===== src/rtl/pstate_pkg.sv =====
package pstate_pkg;
  localparam int unsigned PS_NUM_STATES   = 7;
  localparam int unsigned PS_MAX_STATE    = 6;
  localparam int unsigned PS_STATE_W      = 3;
  localparam int unsigned PS_FREQ_W       = 6;
  localparam int unsigned PS_LOCK_W       = 8;
  localparam int unsigned PS_FIELD_STRIDE = 4;
  localparam int unsigned PS_CFG_BASE     = 32'h0100;
  localparam int unsigned PS_CFG_STRIDE   = 32'h0010;
  localparam int unsigned PS_TIMING_OFS   = 32'h0440;
  localparam int unsigned PS_STATUS_OFS   = 32'h0000;
  localparam int unsigned PS_REQ_OFS      = 32'h0100;
  localparam int unsigned PS_REQ_STRIDE   = 32'h1000;

  typedef logic [PS_STATE_W-1:0] pstate_t;
endpackage


===== src/rtl/pstate_cfg_regs.sv =====
module pstate_cfg_regs
  import pstate_pkg::*;
#(
  parameter int unsigned ADDR_W = 16
) (
  input  logic                 clk,
  input  logic                 rst_n,
  input  logic                 wr_en,
  input  logic [ADDR_W-1:0]    addr,
  input  logic [PS_FREQ_W-1:0] code_wdata,
  input  logic [PS_LOCK_W-1:0] lock_wdata,
  input  logic                 coarse_wdata,
  output logic [PS_LOCK_W-1:0] lock_cnt,
  output logic                 coarse,
  output logic [31:0]          rd_data
);
  localparam int unsigned PAD_W = 32 - PS_FREQ_W;
  localparam int unsigned GAP_W = 31 - PS_LOCK_W;

  logic [PS_NUM_STATES-1:0][31:0] state_rd;

  // one frequency-code register per state
  for (genvar s = 0; s < PS_NUM_STATES; s++) begin : gen_state
    logic                 hit;
    logic                 en;
    logic [PS_FREQ_W-1:0] code_q;
    logic [PS_FREQ_W-1:0] code_d;

    assign hit = (addr == ADDR_W'(PS_CFG_BASE + s * PS_CFG_STRIDE));
    assign en  = wr_en && hit;

    always_comb begin
      code_d = code_q;
      if (en) code_d = code_wdata;
    end

    always_ff @(posedge clk or negedge rst_n) begin
      if (!rst_n)  code_q <= '0;
      else if (en) code_q <= code_d;
    end

    assign state_rd[s] = hit ? {{PAD_W{1'b0}}, code_q} : 32'h0;
  end

  // lock timing register
  logic                 tim_hit;
  logic                 tim_en;
  logic [PS_LOCK_W-1:0] lock_q, lock_d;
  logic                 coarse_q, coarse_d;

  assign tim_hit = (addr == ADDR_W'(PS_TIMING_OFS));
  assign tim_en  = wr_en && tim_hit;

  always_comb begin
    lock_d   = lock_q;
    coarse_d = coarse_q;
    if (tim_en) begin
      lock_d   = lock_wdata;
      coarse_d = coarse_wdata;
    end
  end

  always_ff @(posedge clk or negedge rst_n) begin
    if (!rst_n) begin
      lock_q   <= '0;
      coarse_q <= 1'b0;
    end else if (tim_en) begin
      lock_q   <= lock_d;
      coarse_q <= coarse_d;
    end
  end

  assign lock_cnt = lock_q;
  assign coarse   = coarse_q;

  always_comb begin
    rd_data = 32'h0;
    for (int s = 0; s < PS_NUM_STATES; s++) rd_data |= state_rd[s];
    if (tim_hit) rd_data = {coarse_q, {GAP_W{1'b0}}, lock_q};
  end


  timing_wr_chk: assert property (@(posedge clk) disable iff (!rst_n)
    tim_en |=> (lock_q == $past(lock_wdata)) && (coarse_q == $past(coarse_wdata)));
endmodule


===== src/rtl/pstate_core_seq.sv =====
module pstate_core_seq
  import pstate_pkg::*;
#(
  parameter int unsigned DLY_W = 15
) (
  input  logic             clk,
  input  logic             rst_n,
  input  logic             req_en,
  input  logic [31:0]      req_word,
  input  logic [DLY_W-1:0] dly_load,
  input  logic             wake,
  output pstate_t          cur_state
);
  pstate_t          cur_q, cur_d;
  pstate_t          tgt_q, tgt_d;
  logic             pend_q, pend_d;
  logic [DLY_W-1:0] cnt_q, cnt_d;
  logic             req_ok;

  assign req_ok = req_en && (req_word <= 32'(PS_MAX_STATE));

  always_comb begin
    cur_d  = cur_q;
    tgt_d  = tgt_q;
    pend_d = pend_q;
    cnt_d  = cnt_q;
    if (pend_q) begin
      if (cnt_q == '0) begin
        cur_d  = tgt_q;
        pend_d = 1'b0;
      end else begin
        cnt_d = cnt_q - 1'b1;
      end
    end
    if (wake) begin
      cur_d  = '0;
      pend_d = 1'b0;
    end
    if (req_ok) begin
      tgt_d  = pstate_t'(req_word[PS_STATE_W-1:0]);
      pend_d = 1'b1;
      cnt_d  = dly_load;
    end
  end

  always_ff @(posedge clk or negedge rst_n) begin
    if (!rst_n) begin
      cur_q  <= '0;
      tgt_q  <= '0;
      pend_q <= 1'b0;
      cnt_q  <= '0;
    end else begin
      cur_q  <= cur_d;
      tgt_q  <= tgt_d;
      pend_q <= pend_d;
      cnt_q  <= cnt_d;
    end
  end

  assign cur_state = cur_q;


  hold_when_idle_chk: assert property (@(posedge clk) disable iff (!rst_n)
    (!pend_q && !wake) |=> $stable(cur_q));


  state_range_chk: assert property (@(posedge clk) disable iff (!rst_n)
    cur_q <= pstate_t'(PS_MAX_STATE));


  bad_req_ignored_chk: assert property (@(posedge clk) disable iff (!rst_n)
    (req_en && (req_word > 32'(PS_MAX_STATE)) && !pend_q && !wake) |=> ($stable(cur_q) && !pend_q));


  restart_chk: assert property (@(posedge clk) disable iff (!rst_n)
    req_ok |=> (pend_q && (tgt_q == $past(req_word[PS_STATE_W-1:0])) && (cnt_q == $past(dly_load))));


  wake_clear_chk: assert property (@(posedge clk) disable iff (!rst_n)
    (wake && !req_ok) |=> ((cur_q == '0) && !pend_q));
endmodule


===== src/rtl/pstate_ctrl.sv =====
module pstate_ctrl
  import pstate_pkg::*;
#(
  parameter int unsigned NUM_CORES   = 2,
  parameter int unsigned ADDR_W      = 16,
  parameter int unsigned COARSE_MULT = 128
) (
  input  logic                            clk,
  input  logic                            rst_n,
  input  logic                            bus_valid,
  input  logic                            bus_write,
  input  logic                            bus_space,
  input  logic [ADDR_W-1:0]               bus_addr,
  input  logic [31:0]                     bus_wdata,
  output logic [31:0]                     bus_rdata,
  input  logic [NUM_CORES-1:0]            core_wake,
  output logic [NUM_CORES*PS_STATE_W-1:0] core_state
);
  localparam int unsigned MULT_W = (COARSE_MULT > 1) ? $clog2(COARSE_MULT) : 1;
  localparam int unsigned DLY_W  = PS_LOCK_W + MULT_W;

  logic                 cfg_wr;
  logic [PS_LOCK_W-1:0] lock_cnt;
  logic                 coarse;
  logic [31:0]          cfg_rd;
  logic [DLY_W-1:0]     dly_cycles;
  logic [DLY_W-1:0]     dly_load;
  logic [NUM_CORES-1:0] req_hit;
  logic [NUM_CORES-1:0][PS_STATE_W-1:0] cur_states;

  assign cfg_wr = bus_valid && bus_write && !bus_space;

  pstate_cfg_regs #(.ADDR_W(ADDR_W)) u_cfg (
    .clk          (clk),
    .rst_n        (rst_n),
    .wr_en        (cfg_wr),
    .addr         (bus_addr),
    .code_wdata   (bus_wdata[PS_FREQ_W-1:0]),
    .lock_wdata   (bus_wdata[PS_LOCK_W-1:0]),
    .coarse_wdata (bus_wdata[31]),
    .lock_cnt     (lock_cnt),
    .coarse       (coarse),
    .rd_data      (cfg_rd)
  );

  // delay in clocks, minus one for the countdown
  always_comb begin
    if (coarse) dly_cycles = DLY_W'(lock_cnt) * DLY_W'(COARSE_MULT);
    else        dly_cycles = DLY_W'(lock_cnt);
    dly_load = (dly_cycles == '0) ? '0 : dly_cycles - 1'b1;
  end

  for (genvar c = 0; c < NUM_CORES; c++) begin : gen_core
    assign req_hit[c] = bus_valid && bus_write && bus_space &&
                        (bus_addr == ADDR_W'(PS_REQ_OFS + c * PS_REQ_STRIDE));

    pstate_core_seq #(.DLY_W(DLY_W)) u_core (
      .clk       (clk),
      .rst_n     (rst_n),
      .req_en    (req_hit[c]),
      .req_word  (bus_wdata),
      .dly_load  (dly_load),
      .wake      (core_wake[c]),
      .cur_state (cur_states[c])
    );
  end

  assign core_state = cur_states;

  // packed status word and read path
  logic [31:0] status_word;
  logic        status_hit;
  logic [31:0] rd_mux;
  logic        rd_en;
  logic [31:0] rdata_q, rdata_d;

  always_comb begin
    status_word = 32'h0;
    for (int c = 0; c < NUM_CORES; c++)
      status_word[c*PS_FIELD_STRIDE +: PS_STATE_W] = cur_states[c];
  end

  assign status_hit = !bus_space && (bus_addr == ADDR_W'(PS_STATUS_OFS));

  always_comb begin
    if (bus_space)       rd_mux = 32'h0;
    else if (status_hit) rd_mux = status_word;
    else                 rd_mux = cfg_rd;
  end

  assign rd_en = bus_valid && !bus_write;

  always_comb begin
    rdata_d = rdata_q;
    if (rd_en) rdata_d = rd_mux;
  end

  always_ff @(posedge clk or negedge rst_n) begin
    if (!rst_n)     rdata_q <= 32'h0;
    else if (rd_en) rdata_q <= rdata_d;
  end

  assign bus_rdata = rdata_q;


  req_space_read_zero_chk: assert property (@(posedge clk) disable iff (!rst_n)
    (bus_valid && !bus_write && bus_space) |=> (bus_rdata == 32'h0));


  rdata_hold_chk: assert property (@(posedge clk) disable iff (!rst_n)
    !(bus_valid && !bus_write) |=> $stable(bus_rdata));
endmodule


===== config.mk =====
export PLATFORM = sky130hd
export DESIGN_NAME = pstate_ctrl
export DESIGN_NICKNAME = d
export VERILOG_FILES = /design/src/rtl/pstate_pkg.sv /design/src/rtl/pstate_cfg_regs.sv /design/src/rtl/pstate_core_seq.sv /design/src/rtl/pstate_ctrl.sv
export SDC_FILE = /design/constraint.sdc
export NUM_CORES = 1
export LEC_CHECK = 0
export ABC_AREA = 1
export ABC_CLOCK_PERIOD_IN_PS = 3000
export BUFFER_PORTS_ARGS = -buffer_cell sky130_fd_sc_hd__clkbuf_2
export CORE_MARGIN = 4
export CORE_UTILIZATION = 55
export CTS_BUF_LIST = sky130_fd_sc_hd__clkbuf_4 sky130_fd_sc_hd__clkbuf_8
export DETAILED_ROUTE_END_ITERATION = 10
export HOLD_SLACK_MARGIN = 0.05
export PLACE_DENSITY = 0.82
export SYNTH_ARGS = -nofsm -noshare
export SYNTH_HDL_FRONTEND = slang
export SYNTH_HIERARCHICAL = 1
export SYNTH_SLANG_ARGS = --single-unit

===== constraint.sdc =====
create_clock -name clk -period 3 [get_ports clk]
set_clock_uncertainty 0.15 [all_clocks]
set_input_delay 0.15 -clock clk [delete_from_list [all_inputs] [get_ports clk]]
set_output_delay 0.15 -clock clk [all_outputs]
set_load 0.01 [all_outputs]

==> impl_metrics.json, run 1 <==
{
  "insertion_delay_ps": 450,
  "slew_viol_final": 0,
  "initial_antenna_violation_count": 0,
  "critical-path-slowest-cell": "sky130_fd_sc_hd__dlygate4sd3_1",
  "clkTransAtPathRegs_ps": 80,
  "grt_start_max_net_pins": 62,
  "std_cell_rows": 45,
  "maxCapViolCount": 0,
  "critPathArrivalTime_ps": 2600,
  "regToRegEndpoint": "gen_core[0].u_core/cnt_q[8]",
  "min_period_ps": 2350,
  "synth-async-reset-ratio_pct": 100,
  "first_pass_iters": 5,
  "synth_simple_gate_area_share_pct": 46.3,
  "routed_wl_microns": 21300,
  "met3RoutedLength_microns": 1510,
  "synth_area_sq_um": 8520,
  "vias_per_cell": 5.25,
  "synth_warnings": 6,
  "share_of_post_route_cells_with_drive_strength_above_1_pct": 17.2,
  "fmax_ghz": 0.425,
  "fp.dieArea_sq_um": 17500,
  "route.detailed.drc": 0,
  "met2_wirelength_microns": 9720,
  "setup_viol": 0,
  "worstPathCellList": "dlygate4sd3_1, clkbuf_2, nor2_1, nand2_1, nor2_4, buf_12, nand3_1, nand2_1, nor2_1, a21oi_1, inv_1, nand2_1, nand3_1, nand2_1",
  "yosys.area_share.adder_pct": 0.588,
  "antenna_cells_inserted": 0,
  "run_status": "completed",
  "crit_path_max_incr_delay_ps": 540,
  "route.top_layer_used": "met4",
  "final_nets": 1403,
  "r2r_setup_slack_ps": 680,
  "timing.critical_path.required_ps": 3240,
  "syn_area_cell_sq_um": 6.80,
  "worst_slew_pin_slew_ps": 1220,
  "die_height_microns": 132,
  "critPathMostFrequentCell": "sky130_fd_sc_hd__nand2_1",
  "finalSetupTns_ps": 0,
  "critPathCapture": "bus_rdata[2]",
  "global_route.overflow_total": 0,
  "reg2reg_from": "u_cfg/coarse",
  "netlist_instances": 1253,
  "sequential_cell_area_fraction_in_the_yosys_report_pct": 37.3,
  "tritoncts_clock_tree": "built",
  "synth.area.top_cells": "sky130_fd_sc_hd__dfrtp_1, sky130_fd_sc_hd__nand2_1, sky130_fd_sc_hd__nand3_1",
  "worst_hold_margin_ps": 76.1,
  "synthFlopType": "sky130_fd_sc_hd__dfrtp_1",
  "drt-initial-drc-count": 712,
  "clock_path_buffers": 2,
  "worst_setup_path_startpoint": "bus_addr[9]",
  "chipWidth_microns": 132,
  "timing.slew.headroom_pct": 18.5,
  "grt_setup_unrepaired": "false",
  "ioPinCount": 93,
  "crit_type": "in2reg",
  "critPathLaunchType": "primary input",
  "drtAntennaViolNets": 0,
  "grt_pass1_wl_microns": 35700,
  "finalHoldViolCount": 0,
  "area.growth.synth_to_final_pct": 10.7,
  "design.core.area_sq_um": 15200,
  "post-cts-setup-buffer-count": 0,
  "gp_congestion": 0.979,
  "power.leakage_nw": 5.48,
  "crit_path_max_fanout": 29,
  "yosysTopAreaCellShare_pct": 37.3,
  "avgRoutedWirePerCell_microns": 13.8,
  "vias": 8104,
  "number_of_flops_mapped_to_enable_cells_by_yosys": 0,
  "ir_drop_v": 0.000256,
  "cts-root-buf": "sky130_fd_sc_hd__clkbuf_8",
  "synth_xor_xnor_area_share_pct": 1.44,
  "setup.worst_path.end_class": "flop",
  "share_of_the_clock_period_used_by_the_worst_path_after_layout_pct": 78.4,
  "netlist.top_cell.by_area": "sky130_fd_sc_hd__dfrtp_1",
  "effective_utilization_at_floorplan_pct": 56.0,
  "hp-class": "in2reg",
  "buffer_ports.inserted": 92,
  "worstRegToRegCells": 13,
  "wl_met1_microns": 9700,
  "grt_util_all_layers_pct": 24.8,
  "synth_mux_area_share_pct": 0,
  "grt_pass1_vias": 7479,
  "total_cts_buffers": 17,
  "combinational_family_with_the_most_area_after_synthesis": "simple AND/OR/NAND/NOR gates",
  "compound_gate_portion_of_the_synthesized_area_pct": 4.38,
  "numClockSinks": 127,
  "powerDensity_nw_per_um2": 380,
  "synth_seq_cells": 127,
  "worstHoldPathCells": 7,
  "detailed_place_hpwl_microns": 15400,
  "htreeDepth": 4,
  "synth_cell_type_count": 32
}
==> layout make-up <==
type | instances | area [sq um]
Timing Repair Buffer | 111 | 663
Clock buffer | 18 | 241
Tap cell | 188 | 235
Multi-Input combinational cell | 979 | 4580
Inverter | 108 | 410
Fill cell | 1384 | 5780
Sequential cell | 127 | 3180
Clock inverter | 13 | 118
==> layout by cell type, fill, tap and decap left out, types with 3 or more instances in the layout <==
| cell type | netlist | final |
|---|---|---|
| sky130_fd_sc_hd__a21oi_1 | 7 | 7 |
| sky130_fd_sc_hd__buf_4 | 27 | 5 |
| sky130_fd_sc_hd__clkbuf_2 | 0 | 91 |
| sky130_fd_sc_hd__clkbuf_8 | 0 | 17 |
| sky130_fd_sc_hd__clkinv_2 | 0 | 4 |
| sky130_fd_sc_hd__clkinv_4 | 0 | 4 |
| sky130_fd_sc_hd__conb_1 | 1 | 23 |
| sky130_fd_sc_hd__dfrtp_1 | 127 | 127 |
| sky130_fd_sc_hd__dlygate4sd3_1 | 0 | 13 |
| sky130_fd_sc_hd__ha_1 | 4 | 4 |
| sky130_fd_sc_hd__inv_1 | 94 | 94 |
| sky130_fd_sc_hd__inv_2 | 13 | 13 |
| sky130_fd_sc_hd__inv_6 | 1 | 3 |
| sky130_fd_sc_hd__nand2_1 | 447 | 447 |
| sky130_fd_sc_hd__nand2_2 | 14 | 14 |
| sky130_fd_sc_hd__nand2_4 | 8 | 8 |
| sky130_fd_sc_hd__nand3_1 | 166 | 166 |
| sky130_fd_sc_hd__nand3_2 | 9 | 9 |
| sky130_fd_sc_hd__nand3_4 | 3 | 3 |
| sky130_fd_sc_hd__nand3b_1 | 6 | 6 |
| sky130_fd_sc_hd__nand4_1 | 9 | 9 |
| sky130_fd_sc_hd__nor2_1 | 147 | 147 |
| sky130_fd_sc_hd__nor2_2 | 36 | 35 |
| sky130_fd_sc_hd__nor2_4 | 15 | 16 |
| sky130_fd_sc_hd__o21ai_0 | 58 | 58 |
| sky130_fd_sc_hd__o21ai_1 | 3 | 3 |
| sky130_fd_sc_hd__xor2_1 | 13 | 13 |
==> flip-flops by register name, indices dropped and copies added, names as in the netlist <==
register / count
gen_core.u_core/pend_q: 2
u_cfg/coarse: 1
gen_core.u_core/cur_state: 6
bus_rdata: 32
u_cfg/gen_state.code_q: 42
gen_core.u_core/tgt_q: 6
u_cfg/lock_cnt: 8
gen_core.u_core/cnt_q: 30
==> critical path, delay by kind of cell <==
kind                   cells  cell delay (ps)
AND/OR/NAND/NOR            9             1220
buffers and inverters      4             1020
AO/OA/AOI/OAI              1              190
==> metal layers <==
layer  vias to the layer above  GRT usage (%)
li1                       4081              -
met1                      3722           34.5
met2                       272           39.5
met3                        29           4.71
met4                         0           7.51
met5                         -              0
==> worst min path at each step <==
stage,slack (ps),end,start
2_1_floorplan,-300,bus_rdata[0],rst_n
3_3_place_gp,50,bus_rdata[13],rst_n
3_5_place_dp,50,bus_rdata[13],rst_n
4_1_cts,60,bus_rdata[2],bus_addr[0]
5_1_grt,100,bus_rdata[4],bus_addr[12]
6_report,80,bus_rdata[2],bus_addr[0]
==> cell usage after synthesis (all sizes together) (2+ instances only) <==
master and count:
clkbuf 8, nand2 469, dfrtp 127, nor2 200
a21oi 7, inv 108, nand3 178, o211ai 2
o21ai 63, buf 53, nor3 2, nand4 9
nand3b 6, ha 4, xor2 13
==> stage by stage <==
stage	cells	power [mW]	utilization, %	setup WS [ps]	area, sq um
global route	1544	3.75	62.0	473	9420
CTS	1544	3.61	62.0	735	9420
floorplan	1275	2.06	-	1210	8600
finish	1544	3.59	62.0	647	9420
global placement	1500	2.22	58.8	708	8930
detailed placement	1500	2.23	58.8	648	8930
==> kinds of logic after synthesis <==
| logic type | count (synthesis) |
|---|---|
| and+or+nand+nor | 866 |
| buffers and inverters | 169 |
| DFF | 127 |
| AOI/OAI and AO/OA | 72 |
| xor gates and xnor gates | 14 |
| adders and majority gates | 4 |
| other | 1 |
==> timing repair <==
action	4_1_cts	5_1_grt
endpoints found under the setup margin	0	0
endpoints found under the hold margin	112	0
hold buffers	13	0
gates resized for setup	0	0
==> report_power, final <==
part           leakage (nW)  internal [mW]  switching, mW
logic                  3.58          0.143          0.273
registers              1.71           1.76         0.0314
clock network         0.182          0.660          0.717
(Power assumes the default switching activity.)
==> run 2: changes to the inputs <==
--- a/config.mk
+++ b/config.mk
@@ -6,14 +6,14 @@
 export NUM_CORES = 1
 export LEC_CHECK = 0
 export ABC_AREA = 1
-export ABC_CLOCK_PERIOD_IN_PS = 3000
+export ABC_CLOCK_PERIOD_IN_PS = 2100
 export BUFFER_PORTS_ARGS = -buffer_cell sky130_fd_sc_hd__clkbuf_2
 export CORE_MARGIN = 4
 export CORE_UTILIZATION = 55
 export CTS_BUF_LIST = sky130_fd_sc_hd__clkbuf_4 sky130_fd_sc_hd__clkbuf_8
 export DETAILED_ROUTE_END_ITERATION = 10
 export HOLD_SLACK_MARGIN = 0.05
-export PLACE_DENSITY = 0.82
+export PLACE_DENSITY = 0.85
 export SYNTH_ARGS = -nofsm -noshare
 export SYNTH_HDL_FRONTEND = slang
 export SYNTH_HIERARCHICAL = 1
==> constraint.sdc (replaced) <==
create_clock -name clk -period 2.1 [get_ports clk]
set_clock_uncertainty 0.15 [all_clocks]
set_input_delay 0.105 -clock clk [delete_from_list [all_inputs] [get_ports clk]]
set_output_delay 0.105 -clock clk [all_outputs]
set_load 0.01 [all_outputs]
==> impl_metrics.json, run 2 (synthesis results as in run 1) <==
{
  "initial_antenna_violation_count": 0,
  "buffer_ports.inserted": 92,
  "grt_start_max_net_pins": 50,
  "antenna_cells_inserted": 0,
  "share_of_post_route_cells_with_drive_strength_above_1_pct": 20.7,
  "timing.final.ws_setup_ps": 110,
  "fillCellCount": 1298,
  "first_pass_iters": 5,
  "design.core.area_sq_um": 15200,
  "mostFrequentLayoutCell": "sky130_fd_sc_hd__nand2_1",
  "setup.worst_path.end_class": "flop",
  "most_flops_register": "u_cfg/gen_state.code_q",
  "share_of_the_clock_period_used_by_the_worst_path_after_layout_pct": 94.7,
  "placedCellCount": 1536,
  "finalHoldViolCount": 0,
  "r2r_setup_slack_ps": 170,
  "critPathCapture": "gen_core[1].u_core/cnt_q[10]",
  "power.leakage_nw": 5.82,
  "crit_type": "in2reg",
  "clkTransAtPathRegs_ps": 80,
  "postLayoutCellArea_sq_um": 10000,
  "grt_util_all_layers_pct": 26.0,
  "area.growth.synth_to_final_pct": 17.8,
  "insertion_delay_ps": 460,
  "grt_pass1_wl_microns": 37600,
  "fmax_ghz": 0.503,
  "layoutNonFillerInstCount": 1596,
  "std_cell_rows": 45,
  "slew_viol_final": 0,
  "final_nets": 1454,
  "min-delay-start": "bus_wdata[11]",
  "postPlaceCellArea_sq_um": 9230,
  "route.detailed.drc": 0,
  "detailed_place_hpwl_microns": 16300,
  "numClockSinks": 127,
  "vias": 8474,
  "tritoncts_clock_tree": "built",
  "timing.critical_path.required_ps": 2310,
  "min_period_ps": 1990,
  "global_route.overflow_total": 0,
  "effective_utilization_at_floorplan_pct": 56.0,
  "chipWidth_microns": 132,
  "dpl_worst_slack_ps": -25.0,
  "cts-root-buf": "sky130_fd_sc_hd__clkbuf_8",
  "total_cts_buffers": 17,
  "routed_wl_microns": 22400,
  "htreeDepth": 4,
  "fraction_of_the_core_area_covered_by_cells_at_the_end_of_the_flow_pct": 66.0,
  "avgRoutedWirePerCell_microns": 14.0,
  "run_status": "completed",
  "hp-class": "in2reg",
  "drtAntennaViolNets": 0,
  "drt-initial-drc-count": 804,
  "setup_viol": 0,
  "gp_congestion": 0.926,
  "ioPinCount": 93,
  "critPathLaunchType": "primary input",
  "powerDensity_nw_per_um2": 547,
  "reg2reg_from": "u_cfg/coarse",
  "crit_path_max_fanout": 13,
  "ir_drop_v": 0.000435,
  "fp.dieArea_sq_um": 17500,
  "die_height_microns": 132,
  "layout_common_cells": "sky130_fd_sc_hd__nand2_1, sky130_fd_sc_hd__nand3_1, sky130_fd_sc_hd__nor2_1",
  "vias_per_cell": 5.31,
  "grt_pass1_vias": 7916,
  "worstRegToRegCells": 13,
  "regToRegEndpoint": "gen_core[1].u_core/cnt_q[10]",
  "critPathArrivalTime_ps": 2200,
  "worst_setup_path_startpoint": "bus_space",
  "largest_register_ffs": 42,
  "clock_path_buffers": 2,
  "maxCapViolCount": 0
}
## run 2: changes by cell type in the layout (fill, tap and decap cells not counted), moves of 3 or more
cell,delta
sky130_fd_sc_hd__buf_12,+3
sky130_fd_sc_hd__buf_4,+38
sky130_fd_sc_hd__buf_6,+3
sky130_fd_sc_hd__clkinv_2,-3
sky130_fd_sc_hd__dlygate4sd3_1,+8
sky130_fd_sc_hd__nand2_1,-5
sky130_fd_sc_hd__nand2_4,+4
sky130_fd_sc_hd__nor2_1,-6
sky130_fd_sc_hd__nor2_2,+4
## run 2: how the worst min path moves through the flow
stage,slack (ps),end,cells past startpoint
finish,20,gen_core[1].u_core/tgt_q[2],6
CTS,50,gen_core[0].u_core/cnt_q[7],7
floorplan,-340,bus_rdata[0],0
detailed placement,-60,bus_rdata[10],1
global route,60,gen_core[1].u_core/tgt_q[2],6
global placement,-60,bus_rdata[11],1
## run 2: metal layers
metal | GRT usage [%] | up-vias | wire [microns]
li1 | - | 4188 | -
met2 | 40.8 | 350 | 10300
met5 | 0 | - | 0
met4 | 10.2 | 0 | 580
met3 | 4.22 | 51 | 1720
met1 | 36.4 | 3885 | 9810
## run 2: layout make-up
type                    count  area, sq um  share of cell area, %
multi-input cells         979         4670                   46.5
flip-flops and latches    127         3180                   31.7
repair buffers            162         1120                   11.1
inverters                 108          413                   4.11
clock buffers              20          263                   2.62
well taps                 188          235                   2.34
clock inverters            12          161                   1.61
## run 2: timing repair
action / CTS / global route
gates resized for setup: 0 / 31
setup buffers: 0 / 6
hold buffers: 23 / 0
hold endpoints to repair: 204 / 0
endpoints found under the setup margin: 0 / 35
## run 2: worst max-delay path: stages
cell                            delay [ps]
sky130_fd_sc_hd__dlygate4sd3_1         550
sky130_fd_sc_hd__buf_4                 140
sky130_fd_sc_hd__and3_4                180
sky130_fd_sc_hd__nand3_1               100
sky130_fd_sc_hd__nor2_2                180
sky130_fd_sc_hd__inv_1                  80
sky130_fd_sc_hd__nor2_1                 90
sky130_fd_sc_hd__nand2_1                80
sky130_fd_sc_hd__nor2_2                170
sky130_fd_sc_hd__nand3_4               110
sky130_fd_sc_hd__buf_4                 200
sky130_fd_sc_hd__nand2_1                70
sky130_fd_sc_hd__nand2_1                50
sky130_fd_sc_hd__nand2_1                50
sky130_fd_sc_hd__nand2_1                50
## run 2: power breakdown
part | leakage [nW] | switching, mW | total, mW | internal (mW)
logic | 3.91 | 0.405 | 0.644 | 0.240
registers | 1.71 | 0.0473 | 2.56 | 2.52
clock network | 0.206 | 1.05 | 2.28 | 1.24
## run 2: stage by stage
stage | hold slack, ps | total power, mW | TNS [ps]
2_1_floorplan | -341 | 2.95 | 0
6_report | 21.9 | 5.49 | 0
3_5_place_dp | -57.0 | 3.21 | -29.6
3_3_place_gp | -57.8 | 3.19 | 0
4_1_cts | 52.8 | 5.51 | 0
5_1_grt | 55.4 | 5.70 | -31.4
